==> src/rtl/ext_irq_pkg.sv <==
package ext_irq_pkg;
  localparam int CTRL_W         = 8;
  localparam int PINS_PER_REG   = 4;
  localparam int GROUPS_PER_REG = 2;
  localparam int PINS_PER_GROUP = 2;

  typedef enum logic [1:0] {
    SENS_FALL_LOW = 2'b00,
    SENS_RISE     = 2'b01,
    SENS_FALL     = 2'b10,
    SENS_BOTH     = 2'b11
  } sens_e;
endpackage

==> src/rtl/ext_irq_sync.sv <==
module ext_irq_sync #(
  parameter int W = 8
) (
  input  logic         clk,
  input  logic         rst_n,
  input  logic [W-1:0] d_i,
  output logic [W-1:0] q_o
);
  logic [W-1:0] stage1, stage2;

  always_ff @(posedge clk or negedge rst_n) begin
    if (!rst_n) begin
      stage1 <= '1;
      stage2 <= '1;
    end else begin
      stage1 <= d_i;
      stage2 <= stage1;
    end
  end

  assign q_o = stage2;
endmodule

==> src/rtl/ext_irq_ctrl.sv <==
module ext_irq_ctrl
  import ext_irq_pkg::*;
#(
  parameter int NREG = 2,
  localparam int IDXW = (NREG > 1) ? $clog2(NREG) : 1,
  localparam int NPIN = NREG * PINS_PER_REG,
  localparam int NGRP = NREG * GROUPS_PER_REG
) (
  input  logic              clk,
  input  logic              rst_n,
  input  logic              we_i,
  input  logic [IDXW-1:0]   idx_i,
  input  logic [CTRL_W-1:0] wdata_i,
  output logic [NPIN-1:0]   en_o,
  output logic [2*NGRP-1:0] sens_o
);
  logic [CTRL_W-1:0] regs [NREG];

  for (genvar r = 0; r < NREG; r++) begin : g_reg
    always_ff @(posedge clk or negedge rst_n) begin
      if (!rst_n)
        regs[r] <= '0;
      else if (we_i && (int'(idx_i) == r))
        regs[r] <= wdata_i;
    end
    assign en_o[PINS_PER_REG*r +: PINS_PER_REG] = regs[r][3:0];
    assign sens_o[4*r +: 4]                    = regs[r][7:4];

    // a selected write lands in the register
    a_r1_write_lands: assert property (@(posedge clk) disable iff (!rst_n)
      (we_i && (int'(idx_i) == r)) |=> (regs[r] == $past(wdata_i)));
  end
endmodule

==> src/rtl/ext_irq_group.sv <==
module ext_irq_group
  import ext_irq_pkg::*;
(
  input  logic                      clk,
  input  logic                      rst_n,
  input  logic [PINS_PER_GROUP-1:0] en_i,
  input  logic [1:0]                sens_i,
  input  logic [PINS_PER_GROUP-1:0] pin_sync_i,
  input  logic [PINS_PER_GROUP-1:0] pin_raw_i,
  input  logic                      ack_i,
  output logic                      req_o,
  output logic                      wake_o
);
  logic [PINS_PER_GROUP-1:0] en_prev;
  logic line_prev, pend;
  logic line, raw_line, armed;
  logic rise, fall, raw_rise, raw_fall;
  logic hit, raw_hit, level, raw_level;

  // merged pin level: AND of enabled pins, disabled pins read as high
  assign line     = &(pin_sync_i | ~en_i);
  assign raw_line = &(pin_raw_i  | ~en_i);
  assign armed    = (en_i == en_prev);

  assign rise     = armed &  line     & ~line_prev;
  assign fall     = armed & ~line     &  line_prev;
  assign raw_rise = armed &  raw_line & ~line_prev;
  assign raw_fall = armed & ~raw_line &  line_prev;

  always_comb begin
    unique case (sens_i)
      SENS_RISE: begin hit = rise;        raw_hit = raw_rise;            end
      SENS_FALL: begin hit = fall;        raw_hit = raw_fall;            end
      SENS_BOTH: begin hit = rise | fall; raw_hit = raw_rise | raw_fall; end
      default:   begin hit = fall;        raw_hit = raw_fall;            end
    endcase
  end

  assign level     = (sens_i == SENS_FALL_LOW) & ~line;
  assign raw_level = (sens_i == SENS_FALL_LOW) & ~raw_line;

  always_ff @(posedge clk or negedge rst_n) begin
    if (!rst_n) begin
      en_prev   <= '0;
      line_prev <= 1'b1;
      pend      <= 1'b0;
    end else begin
      en_prev   <= en_i;
      line_prev <= line;
      pend      <= (pend & ~ack_i) | hit;
    end
  end

  assign req_o  = pend | level;
  assign wake_o = req_o | raw_hit | raw_level;

  // acknowledge without a fresh edge empties the latch
  a_r6_ack_clears: assert property (@(posedge clk) disable iff (!rst_n)
    (ack_i && !hit) |=> !pend);

  // an enable change never produces a latched edge
  a_r7_no_edge_on_enable: assert property (@(posedge clk) disable iff (!rst_n)
    (en_i != en_prev) |=> !$rose(pend));

  // a group with no enabled pin never starts a request
  a_r2_idle_group_quiet: assert property (@(posedge clk) disable iff (!rst_n)
    (en_i == '0 && en_prev == '0 && !pend) |=> !pend);

  // rise-only code ignores a falling edge
  a_r3_rise_ignores_fall: assert property (@(posedge clk) disable iff (!rst_n)
    (sens_i == SENS_RISE && armed && !line && line_prev && !pend) |=> !pend);
endmodule

==> src/rtl/ext_irq_sense.sv <==
module ext_irq_sense
  import ext_irq_pkg::*;
#(
  parameter int NREG = 2,
  localparam int IDXW = (NREG > 1) ? $clog2(NREG) : 1,
  localparam int NPIN = NREG * PINS_PER_REG,
  localparam int NGRP = NREG * GROUPS_PER_REG
) (
  input  logic              clk,
  input  logic              rst_n,
  input  logic [NPIN-1:0]   pin_i,
  input  logic              cfg_we,
  input  logic [IDXW-1:0]   cfg_idx,
  input  logic [CTRL_W-1:0] cfg_wdata,
  input  logic [NGRP-1:0]   irq_ack,
  output logic [NGRP-1:0]   irq_req,
  output logic              wake_o
);
  logic [NPIN-1:0]   en;
  logic [2*NGRP-1:0] sens;
  logic [NPIN-1:0]   pin_sync;
  logic [NGRP-1:0]   grp_wake;

  ext_irq_ctrl #(.NREG(NREG)) u_ctrl (
    .clk(clk), .rst_n(rst_n), .we_i(cfg_we), .idx_i(cfg_idx),
    .wdata_i(cfg_wdata), .en_o(en), .sens_o(sens)
  );

  ext_irq_sync #(.W(NPIN)) u_sync (
    .clk(clk), .rst_n(rst_n), .d_i(pin_i), .q_o(pin_sync)
  );

  for (genvar g = 0; g < NGRP; g++) begin : g_grp
    ext_irq_group u_grp (
      .clk        (clk),
      .rst_n      (rst_n),
      .en_i       (en[PINS_PER_GROUP*g +: PINS_PER_GROUP]),
      .sens_i     (sens[2*g +: 2]),
      .pin_sync_i (pin_sync[PINS_PER_GROUP*g +: PINS_PER_GROUP]),
      .pin_raw_i  (pin_i[PINS_PER_GROUP*g +: PINS_PER_GROUP]),
      .ack_i      (irq_ack[g]),
      .req_o      (irq_req[g]),
      .wake_o     (grp_wake[g])
    );
  end

  assign wake_o = |grp_wake;

  // any pending request is visible on the wake output
  a_r8_wake_covers_req: assert property (@(posedge clk) disable iff (!rst_n)
    (|irq_req) |-> wake_o);
endmodule

==> config.mk <==
export PLATFORM = sky130hd
export DESIGN_NAME = ext_irq_sense
export DESIGN_NICKNAME = d
export VERILOG_FILES = /design/src/rtl/ext_irq_pkg.sv /design/src/rtl/ext_irq_sync.sv /design/src/rtl/ext_irq_ctrl.sv /design/src/rtl/ext_irq_group.sv /design/src/rtl/ext_irq_sense.sv
export SDC_FILE = /design/constraint.sdc
export NUM_CORES = 1
export LEC_CHECK = 0
export BUFFER_PORTS_ARGS = -buffer_cell sky130_fd_sc_hd__buf_2
export CAP_MARGIN = 25
export CELL_PAD_IN_SITES_DETAIL_PLACEMENT = 1
export CELL_PAD_IN_SITES_GLOBAL_PLACEMENT = 2
export CORE_ASPECT_RATIO = 1.75
export CORE_MARGIN = 2
export CORE_UTILIZATION = 39
export CTS_BUF_LIST = sky130_fd_sc_hd__clkbuf_4
export DETAILED_ROUTE_END_ITERATION = 16
export GPL_TIMING_DRIVEN = 0
export PLACE_DENSITY_LB_ADDON = 0.1
export SYNTH_ARGS = -nofsm -noshare
export SYNTH_HDL_FRONTEND = slang
export SYNTH_SLANG_ARGS = --single-unit
==> constraint.sdc <==
create_clock -name clk -period 2 [get_ports clk]
set_clock_uncertainty 0.1 [all_clocks]
set_input_delay 0.4 -clock clk [delete_from_list [all_inputs] [get_ports clk]]
set_output_delay 0.4 -clock clk [all_outputs]
set_load 0.01 [all_outputs]
==> summary.md, run 1 <==
| Metric | Value |
|---|---|
| Place WS | 0.0296 ns |
| Worst-margin pin slew | ~0.47 ns |
| Power Density | 1000 mW/mm^2 |
| Syn_area_per_cell | 12.6 sq um |
| Switching share of power | 0.268 |
| Routed vias | 1282 |
| Final period util | 1.13 |
| Seq/Total Area, Yosys | 0.623 |
| Total grt overflow | 0 |
| Total track usage | 0.161 |
| Crit path DAT | 1.76 ns |
| Syn_nets | 180 |
| Worst Hold Class | input pin to flop |
| Maxcap violations | 0 |
| FFs w/ async S/R, synth | 1.00 |
| Half-perimeter wire length after placement | approximately 2.9 mm |
| Relative slew slack | 0.686 |
| RSZ-0062 raised after global routing | true |
| Worst-path maximum fanout | 2 |
| Number of synthesized flops with an enable pin | 0 |
| Tot Pwr | 2.48 mW |
| Syn Inst Count | 156 |
| Clock share of power | 0.277 |
| CTS sink cnt | 48 |
| Die ar. | around 0.0057 sq mm |
| CTS buffer count | 5 |
| Hold WS | about 0.036 ns |
| DR pass1 iterations | 4 |
| Reg2Reg Launch Point | u_ctrl.en_o[1]$_DFFE_PN0P_ |
| Fmax | 0.442 GHz |
| Die Wd | 57.7 um |
| Post-Syn Area | 0.00197 sq mm |
| Critical Path Start | u_ctrl.en_o[6]$_DFFE_PN0P_ |
| Iteration-0 DRC Markers | 16 |
| HP Start | pin_i[5] |
| Placed Instances | 238 |
| Area Growth Syn to Fin | 25.7% |
| I/O Buffers | 28 |
| CP peak stage delay | 0.40 ns |
| Layout Cells excl Fill | between 200 and 300 |
| Leading area contributor after synthesis | dfrtp_1 |
| Startpoint types | flop |
| Initial antenna violation count | 0 |
| Top FF cell, synth | dfrtp_1 |
| Synth warn | 0 |
| Synth unique cells | 30 |
| Tmin final | approximately 2.3 ns |
| Share of the synthesized area in the top cell type | 0.356 |
| Final Slew Violations | 0 |
| First-pass GRT wire length | a little under 7 mm |
| Row cnt | 34 |
| Via density | a little under 5 |
| Critical Path, Cell by Cell | inv_2 -> o22ai_4 -> mux2_4 -> o211a_1 -> nand4_1 -> buf_2 |
| Initial Util | 0.399 |
| Worst vdd ir | 739 uV |
| Area contributors post-synth | dfrtp_1 (36%), dfstp_2 (27%), mux2_2 (5.7%) |
| Post-route DRC | 0 |
| Final nets | 228 |
| Longest Clk Path Bufs | 2 |
| Failing checks | negative setup slack |
| Switching power | ~0.67 mW |
| Cell internal pwr | 1.81 mW |
| CTS tree | yes |
| Crit-path slowest cell | dfrtp_1 |
| Outcome | finished, violations left |
| Die height | 98.0 um |
| CP required | 1.50 ns |
| Setup crit end kind | primary output |
| Vias in the first global route | 1421 |
| P_leak | about 1.1 nW |
| # setup viols final | 1 |
| Combinational power share | 0.246 |
| Most used standard cell by instance count after synthesis | dfrtp_1 |
| Detail Route Antenna Nets | 0 |
| Post-synth top cells | dfrtp_1 (28), dfstp_2 (20), inv_1 (17) |
| Area of the core | 0.00493 sq mm |
| Total routed wirelength | 4.12 mm |
| Largest net degree at the start of global routing | 49 |
| WS Path Type | flop to primary output |
| Ratio of cells with drive above 1 in the final layout | 0.485 |
| Flop pwr share | 0.477 |
| N_diodes | 0 |
| DR WL/cell | 16.0 um |
| I/O pin total | 29 |
| Synth Register Bits | 48 |
| CTS root buffer | clkbuf_4 |
| Clk pin slew, worst setup/hold paths | 0.14 ns |
| Final-report hold violation count | 0 |
| Final WS setup | -0.262 ns |
| Clk_lat worst skew | approximately 0.35 ns |
| GP Congestion | 0.794 |
| CTS H-tree depth | 2 |
| Fillers | 540 |
[area by class of cell]
class                      count  area [sq um]  share of cell area
clock inverter                 2          60.1              0.0243
tap                           54          67.6              0.0273
sequential                    48          1230               0.496
clock buffer                   5          37.5              0.0152
buffer                         3          23.8             0.00961
multi-input combinational     83           681               0.275
inverter                      20          77.6              0.0314
timing repair buffer          43           300               0.121
[power groups by stage]
stage / sequential (mW) / clock (mW) / combinational, mW
5_1_grt: 1.20 / 0.747 / 0.668
4_1_cts: 1.18 / 0.713 / 0.579
2_1_floorplan: 1.18 / 0 / 0.335
3_5_place_dp: 1.20 / 0 / 0.483
6_report: 1.18 / 0.687 / 0.609
3_3_place_gp: 1.19 / 0 / 0.471
[cells in the final DEF, fill, tap and decap left out]
cell            n
xnor2_1         6
a21o_1          4
o22ai_4         4
buf_2          26
inv_2           6
clkbuf_4        5
mux2i_1         7
o21ai_0        11
buf_6           7
mux2_2         10
a22oi_1         1
inv_1          13
nor2b_4         2
bufinv_16       2
dlygate4sd3_1   2
nor2_1          6
o21a_1          1
a311oi_1        1
xor2_1          2
inv_4           1
nand2_1         9
mux2_4          1
nor2_4          1
a32oi_1         1
dfrtp_1        28
o211a_1         1
nand3_1         2
nor2b_1         1
a21oi_1         1
o21ai_1         2
dfstp_2        20
nand4_1         1
a32o_1          1
buf_4          10
buf_12          1
nand2b_1        4
o22ai_2         3
[through the flow]
step | area (sq um) | TNS [ns] | util
4_1_cts | 2400 | -0.297 | 0.486
6_report | 2470 | -0.262 | 0.501
3_3_place_gp | 2180 | 0 | 0.441
2_1_floorplan | 1970 | 0 | -
3_5_place_dp | 2180 | 0 | 0.441
5_1_grt | 2470 | -0.510 | 0.501
[layer usage]
| layer | vias to the layer above | part of all wire | wire length, um | track usage |
|---|---|---|---|---|
| met5 | - | 0 | 0 | 0 |
| met4 | 0 | 0.023 | 93 | 0.0680 |
| met3 | 8 | 0.033 | 137 | 0.0344 |
| met2 | 26 | 0.54 | 2210 | 0.274 |
| met1 | 641 | 0.41 | 1670 | 0.193 |
| li1 | 607 | - | - | - |
[critical path, delay by kind of cell (launching register included)]
| kind | cells | cell delay [ns] |
|---|---|---|
| DFF | 1 | 0.40 |
| AOI/OAI and AO/OA | 2 | 0.38 |
| muxes | 1 | 0.31 |
| buffers and inverters | 2 | 0.21 |
| and+or+nand+nor | 1 | 0.10 |
[flip-flops by register name, indices dropped and copies added (netlist names)]
signal and flops:
u_sync.q_o 8, g_grp.u_grp.line_prev 4, g_grp.u_grp.pend 4, g_grp.u_grp.en_prev 8
u_ctrl.sens_o 8, u_ctrl.en_o 8, u_sync.stage1 8
[kinds of logic after synthesis]
logic type	synth area share
flops	0.623
compound gates	0.113
simple gates	0.0725
buf+inv	0.0559
mux	0.100
xor+xnor	0.0356
[path summary, 6_finish.rpt]
check | to | slack, ns | cells past startpoint
min in group asynchronous | u_ctrl.en_o[3]$_DFFE_PN0P_ | 0.41 | 2
max reg2reg | g_grp[0].u_grp.pend$_DFF_PN0_ | 0.60 | 6
max | wake_o | -0.26 | 6
max in group asynchronous | u_sync.q_o[0]$_DFF_PN1_ | 0.82 | 3
min | u_sync.stage1[5]$_DFF_PN1_ | 0.04 | 1
min reg2reg | u_sync.q_o[3]$_DFF_PN1_ | 0.27 | 0
[timing repair]
action                                  in CTS  in global routing
gates resized for setup                     13                  9
endpoints found under the hold margin        0                 10
hold buffers                                 0                  2
gates cloned                                 0                  0
endpoints found under the setup margin       5                  5
pin swaps                                    8                  5
setup buffers                                9                  4
Note: power is estimated with default switching activity, not from simulation.
==> inputs of run 2 (changes only) <==
--- a/config.mk
+++ b/config.mk
@@ -7,11 +7,11 @@
 export LEC_CHECK = 0
 export BUFFER_PORTS_ARGS = -buffer_cell sky130_fd_sc_hd__buf_2
 export CAP_MARGIN = 25
-export CELL_PAD_IN_SITES_DETAIL_PLACEMENT = 1
-export CELL_PAD_IN_SITES_GLOBAL_PLACEMENT = 2
+export CELL_PAD_IN_SITES_DETAIL_PLACEMENT = 0
+export CELL_PAD_IN_SITES_GLOBAL_PLACEMENT = 1
 export CORE_ASPECT_RATIO = 1.75
 export CORE_MARGIN = 2
-export CORE_UTILIZATION = 39
+export CORE_UTILIZATION = 47
 export CTS_BUF_LIST = sky130_fd_sc_hd__clkbuf_4
 export DETAILED_ROUTE_END_ITERATION = 16
 export GPL_TIMING_DRIVEN = 0
==> run 2 against run 1 <==
Effect of this change:
- the flow still finishes with violations (negative setup slack)
- clock power down 35%
- register-to-register slack got worse by 0.02 ns
- highest routed layer unchanged
- global-route usage rose by 3.2 points
- critical path type unchanged
- routed wire length is 6.3% lower
- sequential share of layout area increased by 1.1 points
- via count increased by 1.1%
- flip-flop and latch count stayed put
- fmax barely moved
==> summary.md, run 2 (synthesis gave the netlist of run 1 again) <==
| Metric | Value |
|---|---|
| Initial Util | 0.483 |
| DR WL/cell | 15.3 um |
| I/O Buffers | 28 |
| Iteration-0 DRC Markers | 17 |
| DR pass1 iterations | 4 |
| Area Growth Syn to Fin | 22.9% |
| Total grt overflow | 0 |
| RSZ-0062 raised after global routing | true |
| Final WS setup | -0.262 ns |
| I/O pin total | 29 |
| Longest Clk Path Bufs | 2 |
| Routed vias | roughly 1.3k |
| Multi-input gate area | 687 sq um |
| CTS buffer count | 5 |
| Final period util | 1.13 |
| Worst Hold Path EP | u_sync.stage1[4]$_DFF_PN1_ |
| CTS tree | yes |
| CTS root buffer | clkbuf_4 |
| Half-perimeter wire length after placement | between 2 and 3 mm |
| Relative slew slack | 0.757 |
| FF+latch area | 0.00123 sq mm |
| Vias in the first global route | roughly 1.4k |
| HP Start | pin_i[4] |
| Die height | 89.6 um |
| # setup viols final | 1 |
| Worst Hold Class | input pin to flop |
| Largest net degree at the start of global routing | 49 |
| WS Path Type | flop to primary output |
| CTS sink cnt | 48 |
| Startpoint types | flop |
| Total routed wirelength | 3.86 mm |
| Setup tns final | -0.262 ns |
| Detail Route Antenna Nets | 0 |
| Fillers | 349 |
| R2r worst-path depth | 6 |
| Final nets | between 200 and 250 |
| Failing checks | negative setup slack |
| Die ar. | 0.00474 sq mm |
| GP Congestion | between 0.7 and 0.8 |
| Outcome | finished, violations left |
| Power Density | 925 mW/mm^2 |
| Crit path DAT | 1.76 ns |
| Area of the core | around 0.0041 sq mm |
| Worst-margin pin slew | 0.364 ns |
| Reg2Reg Launch Point | u_ctrl.en_o[0]$_DFFE_PN0P_ |
| Initial antenna violation count | 0 |
| CTS H-tree depth | 2 |
| N_diodes | 0 |
| Most common cell after layout, fill and taps aside | dfrtp_1 |
| Row cnt | 31 |
| Worst vdd ir | 592 uV |
| Most frequent cells in the layout | dfrtp_1 (28), buf_2 (26), dfstp_2 (20) |
| Critical R2R Capture | g_grp[0].u_grp.pend$_DFF_PN0_ |
| Post-route DRC | 0 |
| First-pass GRT wire length | approximately 6.5 mm |
| CP required | 1.50 ns |
| Clk_lat worst skew | 0.36 ns |
| Worst-path maximum fanout | 2 |
| Final-report hold violation count | 0 |
| Total track usage | 0.193 |
| Place WS | 0.0200 ns |
| R2r setup slk | 0.58 ns |
| Ratio of cells with drive above 1 in the final layout | 0.485 |
| Maxcap violations | 0 |
| Via density | 5.12 |
| Die Wd | 52.9 um |
| Clk pin slew, worst setup/hold paths | 0.14 ns |
| Fmax | 0.442 GHz |
| Setup crit end kind | primary output |
| Tmin final | approximately 2.3 ns |
| Hold depth | 1 |
| Final Slew Violations | 0 |
| P_leak | 1.12 nW |
## run 2: timing repair
item                                    in CTS  in global routing
hold buffers                                 0                  1
buffers inserted                            10                  2
endpoints found under the hold margin        0                  6
endpoints found under the setup margin       5                  5
gates resized for setup                     15                  4
pin swaps                                    9                  6
## run 2: worst max-delay path by stage
stage | startpoint | endpoint
after floorplan | u_ctrl.en_o[6]$_DFFE_PN0P_ | wake_o
after global placement | pin_i[6] | wake_o
after detailed placement | pin_i[6] | wake_o
after CTS | u_ctrl.en_o[6]$_DFFE_PN0P_ | wake_o
after global routing | u_ctrl.en_o[6]$_DFFE_PN0P_ | wake_o
final | u_ctrl.en_o[6]$_DFFE_PN0P_ | wake_o
## run 2: report_power, final
part           internal (mW)  switching (mW)  leakage, nW
clock network          0.133           0.311       0.0249
registers               1.11          0.0728        0.551
logic                  0.323           0.290        0.544
total                   1.56           0.674         1.12
## run 2: layout make-up
| cell class | instances | share of cell area |
|---|---|---|
| multi-input cells | 83 | 0.284 |
| clock inverters | 3 | 0.00776 |
| clock buffers | 5 | 0.0155 |
| repair buffers | 42 | 0.118 |
| inverters | 20 | 0.0321 |
| plain buffers | 3 | 0.00983 |
| flip-flops and latches | 48 | 0.507 |
| well taps | 49 | 0.0253 |
## run 2: layer usage
layer,vias up,part of all wire,track usage
met5,-,0,0
met4,0,0.016,0.0769
met3,5,0.031,0.0364
met2,23,0.56,0.342
met1,654,0.40,0.226
li1,614,-,-
## run 2: critical path, cell delays in order, from the launching register on
cell and delay, ns:
dfrtp_1 0.40, inv_2 0.07, o22ai_4 0.17, mux2_4 0.32
o211a_1 0.24, nand4_1 0.07, buf_2 0.13
## run 2: through the flow
step                hold slack, ns  power, mW  std cells  cell area (sq um)  utilization
finish                      0.0300       2.24        253               2420        0.594
global route               0.00598       2.37        253               2420        0.594
CTS                         0.0171       2.23        250               2370        0.581
detailed placement           0.249       1.68        233               2170        0.533
global placement             0.245       1.66        233               2170        0.533
floorplan                  0.00441       1.52        156               1970            -
==> inputs of run 3 (changes only) <==
==> constraint.sdc (replaced) <==
create_clock -name clk -period 2 [get_ports clk]
set_clock_uncertainty 0.1 [all_clocks]
set_input_delay 0.4 -clock clk [delete_from_list [all_inputs] [get_ports clk]]
set_output_delay 0.4 -clock clk [all_outputs]
set_load 0.005 [all_outputs]
==> run 3 against run 2 <==
Effect of this change:
- the run still ends with negative setup slack left
- global-route usage increased by 0.10 points
- die area unchanged
- design area is 0.57% lower
- non-clock buffer count decreased by 1
- critical path depth is the same
- register-to-register slack better by 0.08 ns
- largest power group unchanged
==> summary.md, run 3 (synthesis gave the netlist of run 1 again) <==
| Metric | Value |
|---|---|
| Layout Utilization | 0.590 |
| Initial antenna violation count | 0 |
| Placed Instances | 233 |
| Clock share of power | 0.200 |
| Worst vdd ir | 586 uV |
| CP required | roughly 1.5 ns |
| Area of the core | 0.00407 sq mm |
| Worst Hold Class | input pin to flop |
| Via density | 5.12 |
| Design area | approximately 0.0024 sq mm |
| Die Wd | 52.9 um |
| Die height | 89.6 um |
| Switching power | ~0.65 mW |
| Maxcap violations | 0 |
| Tmin final | 2.24 ns |
| P_leak | roughly 1.1 nW |
| Most frequent cells in the layout | dfrtp_1 (28), buf_2 (27), dfstp_2 (20) |
| Fillers | roughly 350 |
| I/O Buffers | 28 |
| Total grt overflow | 0 |
| Power Density | 917 mW/mm^2 |
| RSZ-0062 raised after global routing | true |
| CTS root buffer | clkbuf_4 |
| CTS buffer count | 5 |
| First-pass GRT wire length | 6.49 mm |
| CTS H-tree depth | 2 |
| Final Slew Violations | 0 |
| I/O pin total | 29 |
| Fmax | 0.446 GHz |
| Die ar. | 0.00474 sq mm |
| Area Growth Syn to Fin | 22.2% |
| Layout Cells excl Fill | between 200 and 300 |
| Crit path max-delay family | compound AO/OA/AOI/OAI gates |
| Failing checks | negative setup slack |
| Worst-margin pin slew | 0.363 ns |
| Setup crit end kind | primary output |
| Area post-placement | 0.00217 sq mm |
| CTS tree | yes |
| Initial Util | 0.483 |
| Routed vias | 1290 |
| Crit path DAT | approximately 1.7 ns |
| Bufs and invs on worst path | 2 |
| GP Congestion | 0.708 |
| Most common cell after layout, fill and taps aside | dfrtp_1 |
| Longest Clk Path Bufs | 2 |
| Startpoint types | flop |
| Flop pwr share | 0.535 |
| Detail Route Antenna Nets | 0 |
| Post-route DRC | 0 |
| Outcome | finished, violations left |
| Final nets | 226 |
| Switching share of power | 0.296 |
| Cell internal pwr | 1.55 mW |
| Row cnt | 31 |
| Critical Path, Cell by Cell | inv_2 -> o22ai_4 -> mux2_4 -> o211a_1 -> nand4_1 -> buf_2 |
| Clk pin slew, worst setup/hold paths | 0.14 ns |
| # setup viols final | 1 |
| CTS sink cnt | 48 |
| Iteration-0 DRC Markers | 23 |
| DR pass1 iterations | 5 |
| Worst-path maximum fanout | 2 |
| Total routed wirelength | 3.82 mm |
| Largest net degree at the start of global routing | 49 |
| Combinational power share | 0.266 |
| WS Path Type | flop to primary output |
| Half-perimeter wire length after placement | about 2.7 mm |
| Final period util | 1.12 |
| Final-report hold violation count | 0 |
| Vias in the first global route | 1403 |
| Ratio of cells with drive above 1 in the final layout | 0.483 |
| DR WL/cell | around 15 um |
| Clk_lat worst skew | 0.36 ns |
| Final WS setup | -0.242 ns |
| Crit-path slowest cell | dfrtp_1 |
| Total track usage | 0.194 |
| N_diodes | 0 |
| CP peak stage delay | approximately 0.40 ns |
| Relative slew slack | 0.757 |
run 3: cell count changes in the layout (fill, tap and decap cells not counted), sizes merged:
cell,change
buf,-1
run 3: worst paths after layout:
| check | end | slack (ns) | start | cells after the start |
|---|---|---|---|---|
| hold / removal | u_sync.stage1[4]$_DFF_PN1_ | 0.03 | pin_i[4] | 1 |
| max in group asynchronous | u_sync.stage1[3]$_DFF_PN1_ | 1.00 | rst_n | 3 |
| setup / recovery | wake_o | -0.24 | u_ctrl.en_o[6]$_DFFE_PN0P_ | 6 |
| hold reg to reg | u_sync.q_o[1]$_DFF_PN1_ | 0.27 | u_sync.stage1[1]$_DFF_PN1_ | 0 |
| min in group asynchronous | u_ctrl.en_o[2]$_DFFE_PN0P_ | 0.29 | rst_n | 2 |
| setup reg to reg | g_grp[2].u_grp.pend$_DFF_PN0_ | 0.66 | u_ctrl.en_o[4]$_DFFE_PN0P_ | 6 |
run 3: power groups by stage:
| stage | logic, mW | registers (mW) | clock network (mW) |
|---|---|---|---|
| 4_1_cts | 0.557 | 1.18 | 0.463 |
| 3_5_place_dp | 0.464 | 1.20 | 0 |
| 5_1_grt | 0.650 | 1.20 | 0.496 |
| 2_1_floorplan | 0.322 | 1.18 | 0 |
| 6_report | 0.586 | 1.18 | 0.440 |
| 3_3_place_gp | 0.449 | 1.19 | 0 |
run 3: layout make-up:
type / instances / area, sq um / share of cell area
clock inverters: 3 / 18.8 / 0.00780
repair buffers: 40 / 265 / 0.110
flip-flops and latches: 48 / 1230 / 0.510
inverters: 20 / 77.6 / 0.0323
multi-input cells: 83 / 687 / 0.286
well taps: 49 / 61.3 / 0.0255
plain buffers: 4 / 31.3 / 0.0130
clock buffers: 5 / 37.5 / 0.0156
run 3: metal layers:
layer	track usage	up-vias	part of all wire
li1	-	614	-
met1	0.226	646	0.39
met2	0.345	25	0.56
met3	0.0364	5	0.035
met4	0.0769	0	0.017
met5	0	-	0
run 3: what timing repair did:
action                     4_1_cts  5_1_grt
setup buffers                    9        1
hold endpoints to repair         0        6
pin swaps                        7        5
hold buffers                     0        1
gates resized for setup         11        7
setup endpoints to repair        5        5
run 3: through the flow:
step / setup TNS, ns / hold WS (ns) / worst slack (ns) / total power [mW]
after floorplan: 0 / 0.00441 / 0.291 / 1.50
after global placement: 0 / 0.245 / 0.0720 / 1.64
after detailed placement: 0 / 0.249 / 0.0378 / 1.67
after CTS: -0.273 / 0.0171 / -0.273 / 2.20
after global routing: -0.502 / 0.00598 / -0.341 / 2.34
final: -0.242 / 0.0319 / -0.242 / 2.21
